<file path="src/rtl/ind_bridge_pkg.sv">
package ind_bridge_pkg;
  localparam int BUS_AW = 3;

  localparam logic [BUS_AW-1:0] OFF_DATA  = 3'd0;
  localparam logic [BUS_AW-1:0] OFF_INDEX = 3'd1;
  localparam logic [BUS_AW-1:0] OFF_STAT  = 3'd2;
  localparam logic [BUS_AW-1:0] OFF_DONE  = 3'd3;
  localparam logic [BUS_AW-1:0] OFF_IEN   = 3'd4;

  typedef struct packed {
    logic loadData;   // host writes the data register
    logic loadIndex;  // host writes the index register
    logic bankWrite;  // serviced write transfer
    logic bankRead;   // serviced read transfer
  } ibrStrobes_t;
endpackage

</file>
<file path="src/rtl/ibr_ctrl.sv">
module ibr_ctrl
  import ind_bridge_pkg::*;
(
  input  logic              clk,
  input  logic              rstN,
  input  logic [BUS_AW-1:0] regAddr,
  input  logic              regWrEn,
  input  logic              clrBit,
  input  logic              enBit,
  input  logic              updTick,
  output ibrStrobes_t       strb,
  output logic              pending,
  output logic              doneFlag,
  output logic              irqEn
);
  logic dataFirst;
  logic pendWrite;
  logic service;
  logic wrDone;
  logic wrIen;

  always_comb begin
    strb.loadData  = regWrEn && (regAddr == OFF_DATA);
    strb.loadIndex = regWrEn && (regAddr == OFF_INDEX);
    wrDone         = regWrEn && (regAddr == OFF_DONE);
    wrIen          = regWrEn && (regAddr == OFF_IEN);
    service        = updTick && pending && !strb.loadIndex;
    strb.bankWrite = service && pendWrite;
    strb.bankRead  = service && !pendWrite;
  end

  always_ff @(posedge clk) begin
    if (!rstN) begin
      dataFirst <= 1'b0;
      pendWrite <= 1'b0;
      pending   <= 1'b0;
      doneFlag  <= 1'b0;
      irqEn     <= 1'b0;
    end else begin
      if (strb.loadIndex) begin
        pending   <= 1'b1;
        pendWrite <= dataFirst;
        dataFirst <= 1'b0;
      end else begin
        if (strb.loadData) dataFirst <= 1'b1;
        if (service)       pending   <= 1'b0;
      end
      if (service)                doneFlag <= 1'b1;
      else if (wrDone && clrBit)  doneFlag <= 1'b0;
      if (wrIen) irqEn <= enBit;
    end
  end

  AST_PEND_ON_INDEX: assert property (@(posedge clk) disable iff (!rstN)
    strb.loadIndex |=> pending);
  AST_SERVICE_CLEARS: assert property (@(posedge clk) disable iff (!rstN)
    (updTick && pending && !strb.loadIndex) |=> !pending);
  AST_PEND_HOLDS: assert property (@(posedge clk) disable iff (!rstN)
    (pending && !updTick) |=> pending);
  AST_SAME_CYCLE_TICK: assert property (@(posedge clk) disable iff (!rstN)
    (strb.loadIndex && updTick) |=> pending);
  AST_DONE_SET: assert property (@(posedge clk) disable iff (!rstN)
    (strb.bankWrite || strb.bankRead) |=> doneFlag);
  AST_DONE_STICKY: assert property (@(posedge clk) disable iff (!rstN)
    (doneFlag && !(wrDone && clrBit)) |=> doneFlag);
  AST_IDLE_TICK: assert property (@(posedge clk) disable iff (!rstN)
    (!pending && !doneFlag && !wrDone) |=> !doneFlag);
  AST_ONE_XFER: assert property (@(posedge clk) disable iff (!rstN)
    $onehot0({strb.bankWrite, strb.bankRead}));
endmodule

</file>
<file path="src/rtl/ibr_datapath.sv">
module ibr_datapath
  import ind_bridge_pkg::*;
#(
  parameter int DW    = 16,
  parameter int DEPTH = 32,
  localparam int IAW  = $clog2(DEPTH)
) (
  input  logic              clk,
  input  logic              rstN,
  input  ibrStrobes_t       strb,
  input  logic [BUS_AW-1:0] regAddr,
  input  logic              regRdEn,
  input  logic [DW-1:0]     regWrData,
  input  logic              pending,
  input  logic              doneFlag,
  input  logic              irqEn,
  output logic [DW-1:0]     regRdData
);
  logic [DW-1:0]  bank [DEPTH];
  logic [DW-1:0]  dataReg;
  logic [IAW-1:0] indexReg;
  logic [DW-1:0]  rdMux;

  always_ff @(posedge clk) begin
    if (strb.bankWrite) bank[indexReg] <= dataReg;
  end

  always_ff @(posedge clk) begin
    if (!rstN) begin
      dataReg  <= '0;
      indexReg <= '0;
    end else begin
      if (strb.loadData)      dataReg <= regWrData;
      else if (strb.bankRead) dataReg <= bank[indexReg];
      if (strb.loadIndex)     indexReg <= regWrData[IAW-1:0];
    end
  end

  always_comb begin
    unique case (regAddr)
      OFF_DATA:  rdMux = dataReg;
      OFF_INDEX: rdMux = {{(DW-IAW){1'b0}}, indexReg};
      OFF_STAT:  rdMux = {{(DW-1){1'b0}}, pending};
      OFF_DONE:  rdMux = {{(DW-1){1'b0}}, doneFlag};
      OFF_IEN:   rdMux = {{(DW-1){1'b0}}, irqEn};
      default:   rdMux = '0;
    endcase
  end

  always_ff @(posedge clk) begin
    if (!rstN)        regRdData <= '0;
    else if (regRdEn) regRdData <= rdMux;
  end

  AST_READ_LANDS: assert property (@(posedge clk) disable iff (!rstN)
    (strb.bankRead && !strb.loadData) |=> dataReg == $past(bank[indexReg]));
  AST_WRITE_LANDS: assert property (@(posedge clk) disable iff (!rstN)
    strb.bankWrite |=> bank[$past(indexReg)] == $past(dataReg));
  AST_DATA_STABLE: assert property (@(posedge clk) disable iff (!rstN)
    (!strb.loadData && !strb.bankRead) |=> $stable(dataReg));
endmodule

</file>
<file path="src/rtl/ind_reg_bridge.sv">
module ind_reg_bridge
  import ind_bridge_pkg::*;
#(
  parameter int DW    = 16,
  parameter int DEPTH = 32
) (
  input  logic              clk,
  input  logic              rstN,
  input  logic [BUS_AW-1:0] regAddr,
  input  logic              regWrEn,
  input  logic              regRdEn,
  input  logic [DW-1:0]     regWrData,
  output logic [DW-1:0]     regRdData,
  input  logic              updTick,
  output logic              irqOut
);
  ibrStrobes_t strb;
  logic pending;
  logic doneFlag;
  logic irqEn;

  ibr_ctrl u_ctrl (
    .clk      (clk),
    .rstN     (rstN),
    .regAddr  (regAddr),
    .regWrEn  (regWrEn),
    .clrBit   (regWrData[0]),
    .enBit    (regWrData[0]),
    .updTick  (updTick),
    .strb     (strb),
    .pending  (pending),
    .doneFlag (doneFlag),
    .irqEn    (irqEn)
  );

  ibr_datapath #(.DW(DW), .DEPTH(DEPTH)) u_dp (
    .clk       (clk),
    .rstN      (rstN),
    .strb      (strb),
    .regAddr   (regAddr),
    .regRdEn   (regRdEn),
    .regWrData (regWrData),
    .pending   (pending),
    .doneFlag  (doneFlag),
    .irqEn     (irqEn),
    .regRdData (regRdData)
  );

  assign irqOut = doneFlag && irqEn;

  AST_IRQ_GATED: assert property (@(posedge clk) disable iff (!rstN)
    !irqEn |-> !irqOut);
endmodule

</file>
<file path="config.mk">
export PLATFORM = sky130hd
export DESIGN_NAME = ind_reg_bridge
export DESIGN_NICKNAME = d
export VERILOG_FILES = /design/src/rtl/ind_bridge_pkg.sv /design/src/rtl/ibr_ctrl.sv /design/src/rtl/ibr_datapath.sv /design/src/rtl/ind_reg_bridge.sv
export SDC_FILE = /design/constraint.sdc
export NUM_CORES = 1
export LEC_CHECK = 0
export ABC_AREA = 1
export BUFFER_PORTS_ARGS = -buffer_cell sky130_fd_sc_hd__buf_2
export CORE_ASPECT_RATIO = 1.75
export CORE_MARGIN = 5
export CORE_UTILIZATION = 56
export DETAILED_ROUTE_END_ITERATION = 16
export GPL_TIMING_DRIVEN = 0
export PLACE_DENSITY = 0.75
export SETUP_SLACK_MARGIN = 0.2
export SLEW_MARGIN = 40
export SYNTH_ARGS = -nofsm -noshare
export SYNTH_HDL_FRONTEND = slang
export SYNTH_SLANG_ARGS = --single-unit
</file>
<file path="constraint.sdc">
create_clock -name clk -period 2.4 [get_ports clk]
set_input_delay 0.48 -clock clk [delete_from_list [all_inputs] [get_ports clk]]
set_output_delay 0.48 -clock clk [all_outputs]
set_load 0.005 [all_outputs]
</file>
### After elaboration in Yosys (flattened, before gate mapping)

Memory sizes are Yosys's and may differ from the RTL's. A register that Yosys moved wholly into a read port is not among the register bits.
Index checks and enable logic that the tools add are counted.
W data, S select, Z words.

| storage, ports and cells | value |
|---|---|
| RAM bits | 512 |
| flip-flop bits (word level) | 42 |
| input bits | 24 |
| memories kept | 1 |

| cells by class | value |
|---|---|
| multiplexer cells | 11 |
| bitwise operators | 1 |
| eq/ne operators | 4 |
| reductions and logical operators | 17 |

Memory list:

| name | words | width | read ports | clocked after Yosys merged registers in | wr ports | RTL line | RTL |
|---|---|---|---|---|---|---|---|
| u_dp.bank | 32 | 16 | 1 | 1 | 1 | ibr_datapath.sv:19 | `logic [DW-1:0] bank [DEPTH];` |

Operators by type and width:

| operator | number |
|---|---|
| $pmux W16 S5 | 1 |
| $mux W16 | 2 |
| $logic_and A1 B1 Y1 | 10 |
| $mux W5 | 2 |
| $eq A3 B2 Y1 const B | 2 |
| $mux W1 | 6 |
| $reduce_bool A2 Y1 | 3 |
| $eq A3 B1 Y1 const B | 1 |
| $eq A3 B3 Y1 const B | 1 |
| $logic_not A3 Y1 | 1 |
| $logic_not A1 Y1 | 2 |
| $reduce_or A2 Y1 | 1 |
| $not A1 Y1 | 1 |

### Logic depth before layout (Yosys ltp)

Gate-level depths: netlist of run 1.

| depth | value |
|---|---|
| word-level depth | 7 |
| gate-level depth with buffers | 14 |
| mapped depth without buffers | 11 |

### Modules after synthesis

A second synthesis of run 1 with hierarchy kept.

| unflattened totals | value |
|---|---|
| cell total of the unflattened synthesis | 2021 |
| area total of the unflattened synthesis | 22803.1 um^2 |

Modules (own cells, without submodules):

| module | area an instance (um^2) | instances | cells each |
|---|---|---|---|
| ibr_datapath | 22525.4 | 1 | 1980 |
| ibr_ctrl | 270.3 | 1 | 39 |
| ind_reg_bridge | 7.5 | 1 | 2 |

### Least setup slack after synthesis of run 1

Ideal clock, no wire load.

| path | value |
|---|---|
| path type | input port to flip-flop |
| from | input port regAddr[0] |
| to | memory u_dp.bank[0][0] (enable) |
| library setup time | 388 ps |
| arrival | 1883 ps |
| slack | 128 ps |
| cell stages on the path | 7 |
| buffers on the path | 0 |
| cell sequence | inv_1 nor3_1 nand2_1 nand2_1 nor2_1 nand3_1 nor2_1 |

| on the way | value |
|---|---|
| longest elaborated chain between the ends | 7 |

RTL lines:

| element | RTL line | RTL |
|---|---|---|
| start: declaration | ind_reg_bridge.sv:9 | `input logic [BUS_AW-1:0] regAddr,` |
| $eq A3 B1 Y1 | ibr_ctrl.sv:24 | `strb.loadIndex = regWrEn && (regAddr == OFF_INDEX);` |
| $logic_and A1 B1 Y1 | ibr_ctrl.sv:24 |  |
| $logic_not A1 Y1 | ibr_ctrl.sv:27 | `service = updTick && pending && !strb.loadIndex;` |
| $logic_and A1 B1 Y1 | ibr_ctrl.sv:27 |  |
| $logic_and A1 B1 Y1 | ibr_ctrl.sv:28 | `strb.bankWrite = service && pendWrite;` |
| $mux W1 | ibr_datapath.sv:25 | `if (strb.bankWrite) bank[indexReg] <= dataReg;` |
| $mux W1 (implied by the code) | ibr_datapath.sv:25 |  |
| end: declaration | ibr_datapath.sv:19 |  |

Every way passes these cells.

==> out/qor.csv, run 1 <==
metric,value,unit
vias in the first global route,17100,
Synth Area in Adders,0,%
most common cell in the netlist,nand2_1,
H-tree depth,2,
clk sinks,559,
Pwr Density,708,nW/µm²
fmax,0.451,GHz
total power draw,19.2,mW
ratio of cells with drive above 1 in the final layout,13.9,%
Ys Warns,0,
min-delay src,updTick,
Via Count,17300,
Worst-path clk slew,0.07,ns
FILL cells,2996,
Post-Synthesis Cell Area,23200,µm²
headroom to the max-slew limit,41.9,%
Num CTS Buffers,47,
fin nets,2305,
IO Count,41,
mux cell area share after synthesis,0,%
Place WS,-0.567,ns
largest family of logic cells by synthesized area,simple AND/OR/NAND/NOR gates,
post-synth net total,2167,
Total GRT Usage,32.1,%
Max IR drop VDD,0.668,mV
DRT Wirelength,73600,µm
largest cells by area after synthesis,"edfxtp_1 (66%), nand2_1 (8.3%), nand3_1 (6.6%)",
R2R cell count,13,
"Clk Latency, worst-skew pair",0.58,ns
minimum clock period,2.22,ns
first-pass GRT wire length,107000,µm
post-synth top area share,66.2,%
Placer Congestion,0.994,
CORE AREA,41000,µm²
Layout area overhead,16.5,%
#FFs+latches synth,559,
Routed WL per cell,25.7,µm
Final ANT Viol Nets,0,
HPWL Detailed,50300,µm
Post-Synth XOR/XNOR Area,0,%
syn avg cell area,10.8,µm²
Longest Clk Path Bufs,3,
count of cell types in the netlist,25,
setup violators final,0,
drt initial violations,2408,
gr ovfl total,0,
fin crit share,92.4,%
Main synth FF type,edfxtp_1,
Port Buffers,39,
# DRC,0,
status,"complete, no violations",
Critical Path AT,2.64,ns
Commonest cells post-synth,"nand2_1 (515), edfxtp_1 (512), nand3_1 (307), inv_1 (211), nor2_1 (202)",
Min-Delay Endpoint,u_ctrl.pending,
"critical path fanouts, max",11,
largest net degree at the start of global routing,35,
Hold WC Path Type,input pin to register,
Critical Path Source Type,register,
Slew Limit Fails,0,
simple-gate share of the synthesized area,18.3,%
actual slew at the worst max-slew pin,0.871,ns
cts hold-fix bufs,0,
Setup WS post-layout,0.182,ns
skew final,0.0151,ns
worst hold stages,4,
Synth Area in Compound Gates,5.19,%
cell taking the most area after synthesis,edfxtp_1,
"EDFF count, synth",512,
CP required,2.83,ns
initial antenna violation count,1,
TritonCTS clock tree,yes,
Via density,6.02,
Syn Inst Count,2143,
WS Path Type,register to register,
reg2reg setup slack,0.18,ns
Synth async-reset ratio,0,%
capturing point of the worst reg2reg path,u_dp.dataReg[14],
RSZ-0062 raised after global routing,yes,
register area share after synthesis,70.2,%
Initial Util,56.7,%
row cnt,98,
Max Cap Viol,0,
DR pass1 iterations,6,
Die W,164,µm
final hold violations,0,
# diodes,0,
Leak,10.3,nW
Crit. End Element,register,
CTS root buf,clkbuf_16,
Die Y,279,µm
full die area,45800,µm²
-- cells by family after synthesis --
group | count (synthesis)
and+or+nand+nor | 1030
buffers and inverters | 335
AOI/OAI and AO/OA | 219
DFF | 559
-- sequential cells by signal, summed over array words and instances (netlist names), named ones only --
signal and count:
u_dp.bank 512, u_ctrl.dataFirst 1, u_dp.indexReg 5, u_ctrl.doneFlag 1, u_ctrl.pending 1, u_dp.regRdData 16
u_dp.dataReg 16, u_ctrl.irqEn 1, u_ctrl.pendWrite 1
-- worst max-delay path, cell delays in order (launching register included) --
cell and delay (ns):
dfxtp_1 0.34, buf_6 0.16, buf_8 0.19, buf_6 0.19, buf_6 0.17, nand2_1 0.08
o211ai_1 0.10, nand3_1 0.16, nand3_1 0.12, nand3_1 0.18, nand2_1 0.16, nand2_1 0.08
nand2_1 0.08, a21oi_1 0.06
-- worst max-delay path by stage --
stage	to	slack, ns	cells past startpoint
floorplan	u_dp.bank[0][0]	0.13	7
finish	u_dp.dataReg[14]	0.18	13
global route	u_dp.dataReg[15]	0.13	12
detailed placement	u_dp.bank[2][10]	-0.57	8
CTS	u_dp.dataReg[14]	0.19	9
global placement	u_dp.bank[15][6]	-1.46	8
-- metal layers --
layer | vias up | track usage [%] | wire, µm
met5 | - | 0 | 8
met4 | 2 | 25.5 | 7170
met3 | 366 | 5.42 | 6520
met2 | 1194 | 55.7 | 37600
met1 | 8151 | 34.2 | 22300
li1 | 7544 | - | -
-- cell usage in the layout, fill, tap and decap left out, types with 3 or more instances in the layout --
cell       count
nor2_1       169
clkinv_2       5
nand3_4        5
inv_1        211
nand3_2       15
o21ai_1       39
o211ai_1      27
o22ai_1        4
dfxtp_1       31
clkbuf_2      18
clkinv_1       9
nand2_1      515
buf_8         18
a21oi_2        8
clkbuf_16     49
buf_12        10
buf_2         71
buf_16        15
nor2_4        33
o21ai_0       87
dfxtp_2       15
buf_6         17
bufinv_16      5
a21oi_1       52
clkbuf_1      35
buf_1         12
clkbuf_4       6
nand2_2        3
inv_2          3
nand3_1      287
edfxtp_1     512
buf_4         20
-- power breakdown --
group	internal, mW	switching [mW]	total, mW	leakage, nW
logic	0.219	0.545	0.764	4.45
clock network	4.26	3.47	7.73	0.736
registers	10.6	0.110	10.7	5.13
-- per-stage QoR --
step                      cells  area [µm²]  setup TNS, ns  util [%]  hold slack [ns]
after floorplan            2143       23200              0         -            0.423
after global placement     2732       24100        -589.64      58.9            0.438
after detailed placement   2764       25100        -209.66      61.2            0.436
after CTS                  2867       26900              0      65.7            0.178
after global routing       2868       27100              0      66.1            0.208
final                      2868       27100              0      66.1            0.184
-- timing repair --
action | CTS | global route
gates cloned | 0 | 1
resized for setup | 35 | 44
setup endpoints to repair | 516 | 16
pin swaps | 13 | 1
setup buffers | 17 | 0
-- layout make-up --
class	instances	area, µm²	area share (%)
repair buffers	89	1130	4.17
clock buffers	63	1270	4.68
plain buffers	120	736	2.72
well taps	550	688	2.54
flip-flops and latches	559	16300	60.3
inverters	215	810	2.99
clock inverters	23	250	0.924
multi-input cells	1249	5860	21.6
Note: power is estimated with default switching activity, not from simulation.
==> run 2: changes to the inputs <==
Settings changed: CTS_BUF_LIST set to sky130_fd_sc_hd__clkbuf_16, PLACE_DENSITY 0.75 to not set, PLACE_DENSITY_LB_ADDON set to 0.1.
==> run 2 against run 1 <==
  * Sequential share of layout area increased by 0.10 points
  * Maximum frequency decreased by 1.5%
  * Design area decreased by 0.18%
  * Critical path depth decreased by 3
  * First-iteration DRC count decreased by 19%
  * Via count decreased by 1.8%
  * Worst setup slack got worse by 0.034 ns
  * Clock skew increased by 0.00094 ns
  * Largest cell class unchanged
  * Largest power group unchanged
==> out/qor.csv, run 2 (same netlist as run 1, synthesis figures left out) <==
metric,value,unit
status,"complete, no violations",
full die area,45800,µm²
worst hold stages,4,
RSZ-0062 raised after global routing,yes,
row cnt,98,
HPWL Detailed,52500,µm
largest net degree at the start of global routing,35,
Largest register FFs,512,
DR pass1 iterations,6,
Min-Delay Endpoint,u_ctrl.pending,
ratio of cells with drive above 1 in the final layout,14.2,%
TritonCTS clock tree,yes,
minimum clock period,2.25,ns
most flop-heavy register,u_dp.bank,
fin crit share,93.8,%
Initial Util,56.7,%
Placed Area,25100,µm²
skew final,0.0161,ns
gr ovfl total,0,
vias in the first global route,16600,
DRT Wirelength,74900,µm
Slew Limit Fails,0,
"commonest non-fill, non-tap cell in the layout",nand2_1,
final cell utilization of the core,66.0,%
initial antenna violation count,1,
drt initial violations,1942,
final hold violations,0,
Max Cap Viol,0,
"critical path fanouts, max",10,
Placer Congestion,0.981,
post-route design area,27000,µm²
most frequent cells in the layout,"nand2_1 (515), edfxtp_1 (512), nand3_1 (294)",
# diodes,0,
CP required,2.90,ns
Hold WC Path Type,input pin to register,
Via density,5.90,
first-pass GRT wire length,107000,µm
Routed WL per cell,26.0,µm
registers with the most flip-flops,"u_dp.bank x512, u_dp.dataReg x16, u_dp.regRdData x16",
setup TNS,0,ns
headroom to the max-slew limit,43.4,%
Layout area overhead,16.3,%
reg2reg setup slack,0.15,ns
"Clk Latency, worst-skew pair",0.57,ns
Critical Path Source Type,register,
fmax,0.444,GHz
WS Path Type,register to register,
R2R cell count,10,
setup violators final,0,
CTS root buf,clkbuf_16,
Via Count,17000,
Die W,164,µm
# DRC,0,
Pwr Density,700,nW/µm²
Total GRT Usage,32.7,%
Max IR drop VDD,0.668,mV
Place WS,-0.472,ns
Leak,10.4,nW
min-delay src,updTick,
fin nets,2313,
Longest Clk Path Bufs,3,
Multi-input gate area,5820,µm²
actual slew at the worst max-slew pin,0.848,ns
Die Y,279,µm
Setup WS post-layout,0.148,ns
CORE AREA,41000,µm²
Critical Path AT,2.75,ns
FILL cells,3176,
clk sinks,559,
capturing point of the worst reg2reg path,u_dp.dataReg[4],
Crit. End Element,register,
Final ANT Viol Nets,0,
H-tree depth,2,
cts hold-fix bufs,0,
IO Count,41,
Reg area,16300,µm²
Num CTS Buffers,48,
Port Buffers,39,
Worst-path clk slew,0.07,ns
-- run 2: critical path, cell delays in order (launching register included) --
cell and delay [ns]:
dfxtp_1 0.31, buf_6 0.15, inv_4 0.14, buf_4 0.25, buf_4 0.28, nor2_1 0.06
o211ai_1 0.40, nand3_1 0.15, nand3_1 0.11, nand3_1 0.13, a21oi_1 0.16
-- run 2: metrics by stage --
stage | power (mW) | hold WS (ns) | cells
global placement | 11.6 | 0.438 | 2732
global route | 19.4 | 0.191 | 2875
finish | 18.9 | 0.173 | 2875
detailed placement | 11.6 | 0.446 | 2766
CTS | 18.9 | 0.167 | 2875
floorplan | 11.2 | 0.423 | 2143
-- run 2: power breakdown --
part	switching [mW]	internal [mW]
Sequential	0.107	10.6
Clock	3.46	4.01
Combinational	0.541	0.217
Total	4.11	14.8
-- run 2: routing by layer --
metal	global-route usage, %	wire [µm]	up-vias
met5	0	13	-
met4	23.8	6810	2
met3	4.09	5760	284
met2	57.2	38000	950
met1	36.2	24300	8163
li1	-	-	7552
-- run 2: what timing repair did --
item / in CTS / in global routing
setup buffers: 23 / 0
setup endpoints to repair: 436 / 191
pin swaps: 17 / 3
gates resized for setup: 48 / 36
-- run 2: worst max path at each step --
| stage | slack (ns) | cells past startpoint | to | start |
|---|---|---|---|---|
| after detailed placement | -0.47 | 9 | u_dp.bank[5][5] | regAddr[0] |
| after global routing | 0.09 | 10 | u_dp.dataReg[2] | register |
| final | 0.15 | 10 | u_dp.dataReg[4] | register |
| after floorplan | 0.13 | 7 | u_dp.bank[0][0] | regAddr[0] |
| after CTS | 0.13 | 10 | u_dp.dataReg[0] | register |
| after global placement | -1.49 | 8 | u_dp.bank[24][5] | regAddr[0] |
-- run 2: area by class of cell --
cell class | instances | area share [%]
sequential | 559 | 60.4
clock inverter | 37 | 0.857
clock buffer | 49 | 4.54
multi-input combinational | 1249 | 21.5
inverter | 215 | 3.00
timing repair buffer | 96 | 4.32
tap | 550 | 2.55
buffer | 120 | 2.78
